`config.mk`:
```
export PLATFORM = sky130hd
export DESIGN_NAME = cfgx_xlate
export DESIGN_NICKNAME = d
export VERILOG_FILES = /design/src/rtl/cfgx_pkg.sv /design/src/rtl/cfgx_lsb_find.sv /design/src/rtl/cfgx_decode.sv /design/src/rtl/cfgx_seq.sv /design/src/rtl/cfgx_xlate.sv
export SDC_FILE = /design/constraint.sdc
export NUM_CORES = 1
export LEC_CHECK = 0
export BUFFER_PORTS_ARGS = -buffer_cell sky130_fd_sc_hd__buf_2
export CAP_MARGIN = 20
export CELL_PAD_IN_SITES_DETAIL_PLACEMENT = 2
export CELL_PAD_IN_SITES_GLOBAL_PLACEMENT = 2
export CORE_UTILIZATION = 26
export CTS_CLUSTER_DIAMETER = 40
export CTS_CLUSTER_SIZE = 28
export DETAILED_ROUTE_END_ITERATION = 7
export PLACE_DENSITY = 0.85
export SLEW_MARGIN = 20
export SYNTH_ARGS = -nofsm -noshare
export SYNTH_HDL_FRONTEND = slang
export SYNTH_SLANG_ARGS = --single-unit
export TNS_END_PERCENT = 5
```
`constraint.sdc`:
```
create_clock -name clk -period 3.6 [get_ports clk]
set_clock_uncertainty 0.05 [all_clocks]
set_input_delay 0.36 -clock clk [delete_from_list [all_inputs] [get_ports clk]]
set_output_delay 0.36 -clock clk [all_outputs]
set_load 0.02 [all_outputs]
```
`src/rtl/cfgx_pkg.sv`:
```
package cfgx_pkg;

  localparam int CFG_W     = 32;
  localparam int IDSEL_LSB = 11;
  localparam int IDSEL_W   = CFG_W - IDSEL_LSB;
  localparam int DEV_W     = 5;

  typedef enum logic [1:0] {
    SZ_BYTE = 2'd0,
    SZ_HALF = 2'd1,
    SZ_WORD = 2'd2,
    SZ_BAD  = 2'd3
  } acc_size_e;

  typedef enum logic [1:0] {
    CL_OK    = 2'd0,
    CL_UNSUP = 2'd1,
    CL_ERR   = 2'd2
  } acc_class_e;

  typedef enum logic [1:0] {
    ST_IDLE  = 2'd0,
    ST_ISSUE = 2'd1,
    ST_WAIT  = 2'd2,
    ST_RESP  = 2'd3
  } seq_state_e;

  function automatic logic [CFG_W-1:0] fill_ones(acc_size_e sz);
    case (sz)
      SZ_BYTE: fill_ones = 32'h0000_00FF;
      SZ_HALF: fill_ones = 32'h0000_FFFF;
      default: fill_ones = 32'hFFFF_FFFF;
    endcase
  endfunction

  function automatic logic [CFG_W-1:0] trim_data(logic [CFG_W-1:0] d, acc_size_e sz);
    case (sz)
      SZ_BYTE: trim_data = {24'h0, d[7:0]};
      SZ_HALF: trim_data = {16'h0, d[15:0]};
      default: trim_data = d;
    endcase
  endfunction

endpackage

```
`src/rtl/cfgx_lsb_find.sv`:
```
module cfgx_lsb_find #(
  parameter int W  = 21,
  parameter int IW = (W > 1) ? $clog2(W) : 1
) (
  input  logic [W-1:0]  vec,
  output logic [IW-1:0] idx,
  output logic          none
);

  logic [W-1:0] seen;
  logic [W-1:0] first;

  assign seen[0]  = vec[0];
  assign first[0] = vec[0];

  genvar g;
  generate
    for (g = 1; g < W; g++) begin : g_chain
      assign seen[g]  = seen[g-1] | vec[g];
      assign first[g] = vec[g] & ~seen[g-1];
    end
  endgenerate

  always_comb begin
    idx = '0;
    for (int i = 0; i < W; i++) begin
      if (first[i]) idx = idx | IW'(i);
    end
  end

  assign none = ~seen[W-1];

endmodule

```
`src/rtl/cfgx_decode.sv`:
```
module cfgx_decode
  import cfgx_pkg::*;
#(
  parameter int LO_W    = 16,
  parameter int BUS_W   = 8,
  parameter int DIS_BIT = 16
) (
  input  logic [LO_W-1:0]  lo_addr,
  input  acc_size_e        size,
  input  logic [CFG_W-1:0] map_reg,
  input  logic [BUS_W-1:0] bus,
  output logic [CFG_W-1:0] cfg_addr,
  output acc_class_e       cls
);

  localparam int HI_W  = CFG_W - LO_W;
  localparam int PAD_W = 15 - BUS_W;

  logic [CFG_W-1:0]   composed;
  logic [IDSEL_W-1:0] idsel;
  logic [DEV_W-1:0]   dev;
  logic               no_dev;
  logic               misaligned;

  assign composed = {map_reg[HI_W-1:0], lo_addr};
  assign idsel    = composed[CFG_W-1:IDSEL_LSB];

  cfgx_lsb_find #(.W(IDSEL_W), .IW(DEV_W)) u_find (
    .vec  (idsel),
    .idx  (dev),
    .none (no_dev)
  );

  always_comb begin
    case (size)
      SZ_HALF: misaligned = lo_addr[0];
      SZ_WORD: misaligned = |lo_addr[1:0];
      SZ_BAD:  misaligned = 1'b1;
      default: misaligned = 1'b0;
    endcase
  end

  always_comb begin
    if (misaligned)              cls = CL_ERR;
    else if (map_reg[DIS_BIT])   cls = CL_UNSUP;
    else if (no_dev)             cls = CL_ERR;
    else                         cls = CL_OK;
  end

  assign cfg_addr = {1'b1, {PAD_W{1'b0}}, bus, dev, composed[10:8], composed[7:2], 2'b00};

endmodule

```
`src/rtl/cfgx_seq.sv`:
```
module cfgx_seq
  import cfgx_pkg::*;
(
  input  logic             clk,
  input  logic             rst_n,
  input  logic             cpu_valid,
  output logic             cpu_ready,
  input  logic             cpu_write,
  input  acc_size_e        cpu_size,
  input  logic [CFG_W-1:0] cpu_wdata,
  input  logic [CFG_W-1:0] dec_addr,
  input  acc_class_e       dec_cls,
  output logic             host_req,
  output logic [CFG_W-1:0] host_addr,
  output logic             host_write,
  output acc_size_e        host_size,
  output logic [CFG_W-1:0] host_wdata,
  output logic             abort_clr,
  input  logic             host_rvalid,
  input  logic [CFG_W-1:0] host_rdata,
  output logic             rsp_valid,
  input  logic             rsp_ready,
  output logic [CFG_W-1:0] rsp_rdata,
  output logic             rsp_err
);

  seq_state_e       state;
  logic [CFG_W-1:0] addr_q;
  logic             wr_q;
  acc_size_e        size_q;
  logic [CFG_W-1:0] wdata_q;
  logic [CFG_W-1:0] rdata_q;
  logic             err_q;
  logic             accept;

  assign accept = (state == ST_IDLE) && cpu_valid;

  always_ff @(posedge clk or negedge rst_n) begin
    if (!rst_n) begin
      state   <= ST_IDLE;
      addr_q  <= '0;
      wr_q    <= 1'b0;
      size_q  <= SZ_BYTE;
      wdata_q <= '0;
      rdata_q <= '0;
      err_q   <= 1'b0;
    end else begin
      case (state)
        ST_IDLE: begin
          if (accept) begin
            addr_q  <= dec_addr;
            wr_q    <= cpu_write;
            size_q  <= cpu_size;
            wdata_q <= cpu_wdata;
            err_q   <= (dec_cls == CL_ERR);
            rdata_q <= (cpu_write || dec_cls == CL_OK) ? '0 : fill_ones(cpu_size);
            state   <= (dec_cls == CL_OK) ? ST_ISSUE : ST_RESP;
          end
        end
        ST_ISSUE: state <= wr_q ? ST_RESP : ST_WAIT;
        ST_WAIT: begin
          if (host_rvalid) begin
            rdata_q <= trim_data(host_rdata, size_q);
            state   <= ST_RESP;
          end
        end
        ST_RESP: if (rsp_ready) state <= ST_IDLE;
        default: state <= ST_IDLE;
      endcase
    end
  end

  assign cpu_ready  = (state == ST_IDLE);
  assign host_req   = (state == ST_ISSUE);
  assign abort_clr  = (state == ST_ISSUE);
  assign host_addr  = addr_q;
  assign host_write = wr_q;
  assign host_size  = size_q;
  assign host_wdata = wdata_q;
  assign rsp_valid  = (state == ST_RESP);
  assign rsp_rdata  = rdata_q;
  assign rsp_err    = err_q;

endmodule

```
`src/rtl/cfgx_xlate.sv`:
```
module cfgx_xlate
  import cfgx_pkg::*;
#(
  parameter int LO_W    = 16,
  parameter int BUS_W   = 8,
  parameter int DIS_BIT = 16
) (
  input  logic             clk,
  input  logic             rst_n,
  input  logic             cpu_valid,
  output logic             cpu_ready,
  input  logic             cpu_write,
  input  logic [1:0]       cpu_size,
  input  logic [LO_W-1:0]  cpu_addr,
  input  logic [31:0]      cpu_wdata,
  input  logic [31:0]      map_reg,
  input  logic [BUS_W-1:0] bus_num,
  output logic             host_req,
  output logic [31:0]      host_addr,
  output logic             host_write,
  output logic [1:0]       host_size,
  output logic [31:0]      host_wdata,
  output logic             abort_clr,
  input  logic             host_rvalid,
  input  logic [31:0]      host_rdata,
  output logic             rsp_valid,
  input  logic             rsp_ready,
  output logic [31:0]      rsp_rdata,
  output logic             rsp_err
);

  acc_size_e        size_in;
  acc_size_e        size_out;
  acc_class_e       cls;
  logic [CFG_W-1:0] dec_addr;

  assign size_in   = acc_size_e'(cpu_size);
  assign host_size = size_out;

  cfgx_decode #(.LO_W(LO_W), .BUS_W(BUS_W), .DIS_BIT(DIS_BIT)) u_decode (
    .lo_addr  (cpu_addr),
    .size     (size_in),
    .map_reg  (map_reg),
    .bus      (bus_num),
    .cfg_addr (dec_addr),
    .cls      (cls)
  );

  cfgx_seq u_seq (
    .clk         (clk),
    .rst_n       (rst_n),
    .cpu_valid   (cpu_valid),
    .cpu_ready   (cpu_ready),
    .cpu_write   (cpu_write),
    .cpu_size    (size_in),
    .cpu_wdata   (cpu_wdata),
    .dec_addr    (dec_addr),
    .dec_cls     (cls),
    .host_req    (host_req),
    .host_addr   (host_addr),
    .host_write  (host_write),
    .host_size   (size_out),
    .host_wdata  (host_wdata),
    .abort_clr   (abort_clr),
    .host_rvalid (host_rvalid),
    .host_rdata  (host_rdata),
    .rsp_valid   (rsp_valid),
    .rsp_ready   (rsp_ready),
    .rsp_rdata   (rsp_rdata),
    .rsp_err     (rsp_err)
  );

endmodule

```
* Yosys cells after proc, flatten, opt, wreduce, memory -nomap -nowiden
Index checks and enable logic that the tools add are counted.
** Cells by class
- Add/subtract/negate cells :: 0
- $mul :: 0
- Div/mod/pow operators :: 0
- Order comparisons :: 0
- Equal/unequal tests :: 11
- Shifts and indexed selects :: 0
- Multiplexer cells :: 36
- Bitwise operators :: 60
- Reduce and logical (&&, ||, !) cells :: 11
** Operator list (count)
- one-hot mux 32 bit (2 select lines) :: 3
- 2-to-1 mux 32 bit :: 3
- 2-to-1 mux 4 bit :: 8
- 2-to-1 mux 5 bit :: 5
- bitwise AND 1 bit :: 20
- NOT 1 bit :: 20
- bitwise OR 1 bit :: 20
- 2-to-1 mux 2 bit :: 9
- 2-to-1 mux 3 bit :: 4
- equality test 2 bit (second input constant) :: 5
- logical NOT 2 bit :: 4
- one-hot mux 2 bit (4 select lines) :: 1
- equality test 2 x 1 -> 1 bit (second input constant) :: 3
- AND reduction 3 bit :: 2
- != test 2 x 1 -> 1 bit (second input constant) :: 2
- one-hot mux 1 bit (3 select lines) :: 1
- 2-to-1 mux 1 bit :: 2
- != test 2 bit (second input constant) :: 1
- AND reduction 2 bit :: 1
- nonzero test 2 bit :: 1
- OR reduction 2 bit :: 1
- logical AND 1 bit :: 1
- logical OR 1 bit :: 1
** Word-level totals
- Flip-flop bits (word level) :: 93
- Bits in latches :: 0
- Bits in writable memories :: 0
- Bits in read-only memories :: 0
- Input bits :: 128
- Word-level logic and storage cells :: 125
- Memories kept :: 0

* Longest topological paths before layout
- Depth after elaboration :: 28
- Gate-level depth with buffers :: 9
- Gate-level depth less buffers :: 7

* Cells and area by module
Synthesis repeated with hierarchy kept, for this count alone.
** Second synthesis, totals
- Cells, all modules :: 384
- Area, all modules :: 4921.0 um^2
** Modules (own cells, without submodules)
- cfgx_seq :: times used 1, cells an instance 305, area each 4401.7 um^2, sequential area each 2552.4 um^2
- cfgx_lsb_find :: times used 1, cells an instance 45, area each 276.5 um^2, sequential area each 0.0 um^2
- cfgx_decode :: times used 1, cells an instance 34, area each 242.7 um^2, sequential area each 0.0 um^2

* Worst setup path before layout
OpenSTA, ideal clock, no wires.
- Kind :: register to register
- From :: register u_seq.state[0]
- To :: register u_seq.rdata_q[29] (netlist: u_seq.rsp_rdata[29])
- Setup time :: 0.067 ns
- Data arrival time :: 2.224 ns
- Path slack :: 1.259 ns
- Stages on the path, launching flop included :: 10
- Buffers on the path :: 2
- Period minus slack after synthesis :: 2.341 ns
- Cells stage by stage :: dfrtp_1 inv_1 ha_1 nor2b_1 nor3_1 nand2_1 or4_1 buf_6 buf_12 nand3_2
** On the way
- Longest elaborated chain between the ends :: 4
** Ends and longest elaborated chain
- start: declaration :: line cfgx_seq.sv:27 : seq_state_e state;
- start signal: assignment :: line cfgx_seq.sv:57 : state <= (dec_cls == CL_OK) ? ST_ISSUE : ST_RESP;
- start signal: assignment :: line cfgx_seq.sv:60 : ST_ISSUE: state <= wr_q ? ST_RESP : ST_WAIT;
- logical NOT 2 bit (*)
- net cpu_ready :: line cfgx_xlate.sv:11 : output logic cpu_ready,
- logical AND 1 bit :: line cfgx_seq.sv:36 : assign accept = (state == ST_IDLE) && cpu_valid;
- != test 2 x 1 -> 1 bit (no line)
- AND reduction 3 bit (no line)
- end signal: assignment :: line cfgx_seq.sv:56 : rdata_q <= (cpu_write || dec_cls == CL_OK) ? '0 : fill_ones(cpu_size);
- end signal: assignment :: line cfgx_seq.sv:63 : rdata_q <= trim_data(host_rdata, size_q);
- end: declaration :: line cfgx_seq.sv:32 : logic [CFG_W-1:0] rdata_q;
Mark *: on every way through the listed nets, which the timed path passes. The rest lies on a longest branch.
A chain may end at the register's enable or synchronous reset.

* Worst setup path in the final report
- From :: register u_seq.state[0]
- To :: register u_seq.rdata_q[19] (netlist: u_seq.rsp_rdata[19])
** On the way
- Longest elaborated chain between the ends :: 4
** Ends and longest elaborated chain (line)
- logical NOT 2 bit :: cfgx_seq.sv:36, cfgx_seq.sv:48
- logical AND 1 bit :: cfgx_seq.sv:36
- != test 2 x 1 -> 1 bit (no line)
- AND reduction 3 bit (no line)
Parallel ways exist; a longest one is shown, timed or not.

==> impl_results.md <==
- Status: finished clean
- Starting Density: 27.02%
- Max Cap Violations: 0
- Final Util: between 30% and 40%
- Vias per cell: between 4 and 5
- Die Ht: approximately 130 um
- WP data required: 3830 ps
- Number of global-route vias before repair: approximately 4,700
- Synthesized area per cell: 8.780 um2
- Drt wl/cell: about 17 um
- Power after layout: about 5.1 mW
- # setup viols final: 0
- Remaining Overflow, GRT: 0
- Antenna viol nets, final: 0
- Synthesized cell area: about 4200 um2
- HP Class: in -> reg
- LEAKAGE: roughly 3.2 nW
- Worst hold slack: 150.5 ps
- # fillers: approximately 1,800
- Core ar.: between 15,000 and 20,000 um2
- Hold buffer count at cts: 1
- Initial antenna violation count: 0
- Syn. warnings: 0
- Largest net degree at the start of global routing: 43
- Pre-antenna DRT Iters: 4
- Io pins: between 200 and 250
- Clock Tree Buf Depth: 2
- Clk_lat worst skew: between 300 and 400 ps
- H-tree Lvls: 3
- P&R area growth vs syn: 36.28%
- Crit path max fanout: 16
- Final min period: 2843 ps
- Final wirelength: around 15 mm
- Cell variety after synth: 38
- HPWL Detailed: between 10 and 15 mm
- Post-CTS setup buffer count: 0
- Clk sinks: 93
- Port Buf Inserts: a little over 200
- Post-synth ARST share: between 90% and 100%
- Post-synth EDFFs: 0
- Gpl congestion: 0.7757
- Area of the multi-input gates: between 1500 and 2000 um2
- Die Area: 16,480 um2
- Register bit total from synthesis: 93
- CTS tree: done
- Die span in x: about 130 um
- Worst path arrival time: 3070 ps
- F_max: ~0.35 GHz
- Post-route clock period utilization: between 70% and 80%
- Critical path launch point type: register
- Slew @ Worst Pin: approximately 800 ps
- Fin. Hold Viols: 0
- CTS clk-pin slew, worst paths: 70 ps
- Net count reported at finish: roughly 800
- Post-cts gate resize count: 0
- Post-synthesis sequential area ratio: a little under three fifths
- Sum of negative setup slack: 0 ps
- Final Slew Violations: 0
- Ant. Diodes: 0
- Commonest cells after routing, fill and taps aside: buf_2, nand2_1, dfrtp_1
- Top_reg_cell synth: dfrtp_1
- Root Driver: clkbuf_16
- Number of cell rows: 45
- Leading cell type in the layout, fill and taps excluded: buf_2
- First-pass GRT wire length: ~24 mm
- Share of layout cells above drive strength 1: a little over a third
- Cts bufs inserted: 9
- Post-Syn Instances: 473
- CP Capture Type: register
- Peak supply drop: around 260 uV
- DR vias: 4,091
- Slew HR: a little under half
- GRT Overall Usage: roughly a fifth
- Critical path class: reg -> reg
- Detailed-route DRC error count: 0
- Power per cell area: ~900 nW/um2
- DR iter-0 viols: approximately 100
- RSZ-0062 raised after global routing: no
- FF+latch area: 2327 um2
==> metrics by stage <==
| stage | instances | area (um2) | worst slack, ps |
|---|---|---|---|
| after global placement | 868 | 5339 | 916.9 |
| after global routing | 885 | 5659 | 568.4 |
| final | 885 | 5659 | 756.9 |
| after floorplan | 481 | 4183 | 1259 |
| after detailed placement | 868 | 5339 | 764.2 |
| after CTS | 885 | 5658 | 749.6 |
==> state kept, by name (all words and copies together) (netlist names) <==
register / cells
u_seq.host_addr: 23
u_seq.host_size: 2
u_seq.host_wdata: 32
u_seq.host_write: 1
u_seq.rsp_err: 1
u_seq.rsp_rdata: 32
u_seq.state: 2
==> where the power goes <==
part           total, mW  internal, mW  switching, mW
Clock              0.999         0.561          0.438
Sequential          1.74          1.49          0.248
Combinational       2.36         0.734           1.62
Total               5.10          2.79           2.31
==> layer usage <==
layer | vias to the layer above | GRT usage, % | routed length (um)
li1 | 1915 | - | -
met1 | 1998 | 20.62 | 5826
met2 | 158 | 33.77 | 7404
met3 | 20 | 6.112 | 1267
met4 | 0 | 6.090 | 265
met5 | - | 0 | 0
==> final timing paths <==
kind,from,cells past startpoint,slack (ps),end
worst max-delay path,u_seq.state[0]$_DFFE_PN0P_,8,760,u_seq.rsp_rdata[19]$_DFFE_PN0P_
worst min-delay path,cpu_addr[3],3,150,u_seq.host_addr[3]$_DFFE_PN0P_
worst max register to register,u_seq.state[0]$_DFFE_PN0P_,8,760,u_seq.rsp_rdata[19]$_DFFE_PN0P_
worst min register to register,u_seq.host_addr[31]$_DFFE_PN0P_,1,420,u_seq.host_addr[31]$_DFFE_PN0P_
max in group asynchronous,rst_n,3,2150,u_seq.host_addr[12]$_DFFE_PN0P_
min in group asynchronous,rst_n,2,410,u_seq.rsp_rdata[27]$_DFFE_PN0P_
==> synth_stat cells (2+ instances only) <==
master / count / area share (%)
a31oi_1: 3 / 0.45
nand2_1: 186 / 17
a32oi_1: 2 / 0.42
clkbuf_1: 22 / 2.0
buf_1: 3 / 0.27
or3_1: 3 / 0.45
nand3_2: 10 / 2.4
inv_1: 7 / 0.63
nor2_1: 21 / 1.9
nor2b_1: 5 / 0.75
buf_4: 10 / 1.8
a21oi_1: 23 / 2.8
dfrtp_1: 93 / 56
nand3_1: 38 / 4.6
nor4_1: 5 / 0.75
o21bai_1: 2 / 0.36
nor3_1: 6 / 0.72
ha_1: 4 / 1.2
o21ai_0: 7 / 0.84
or4_1: 2 / 0.36
and2_1: 4 / 0.60
==> worst max-delay path, stage by stage, from the launching register on <==
cell	delay [ps]
dfrtp_1	450
inv_1	110
ha_1	390
nor2b_1	250
nor3_2	210
buf_4	230
nand2_1	80
or4_1	800
nand3_1	200
==> area by class of cell <==
type	count	share of cell area, %
Timing Repair Buffer	214	19.32
Tap cell	211	4.665
Clock inverter	6	1.238
Clock buffer	10	4.223
Multi-Input combinational cell	344	28.96
Inverter	7	0.4643
Sequential cell	93	41.12
==> kinds of logic after synthesis <==
group           after synthesis  share of synthesized area [%]
compound gates               47                          6.870
flops                        93                          56.04
buf+inv                      44                          5.454
fa+ha+maj                     4                          1.205
other cells                   1                        0.09030
simple gates                284                          30.34
Power figures use the tool's default switching activity.
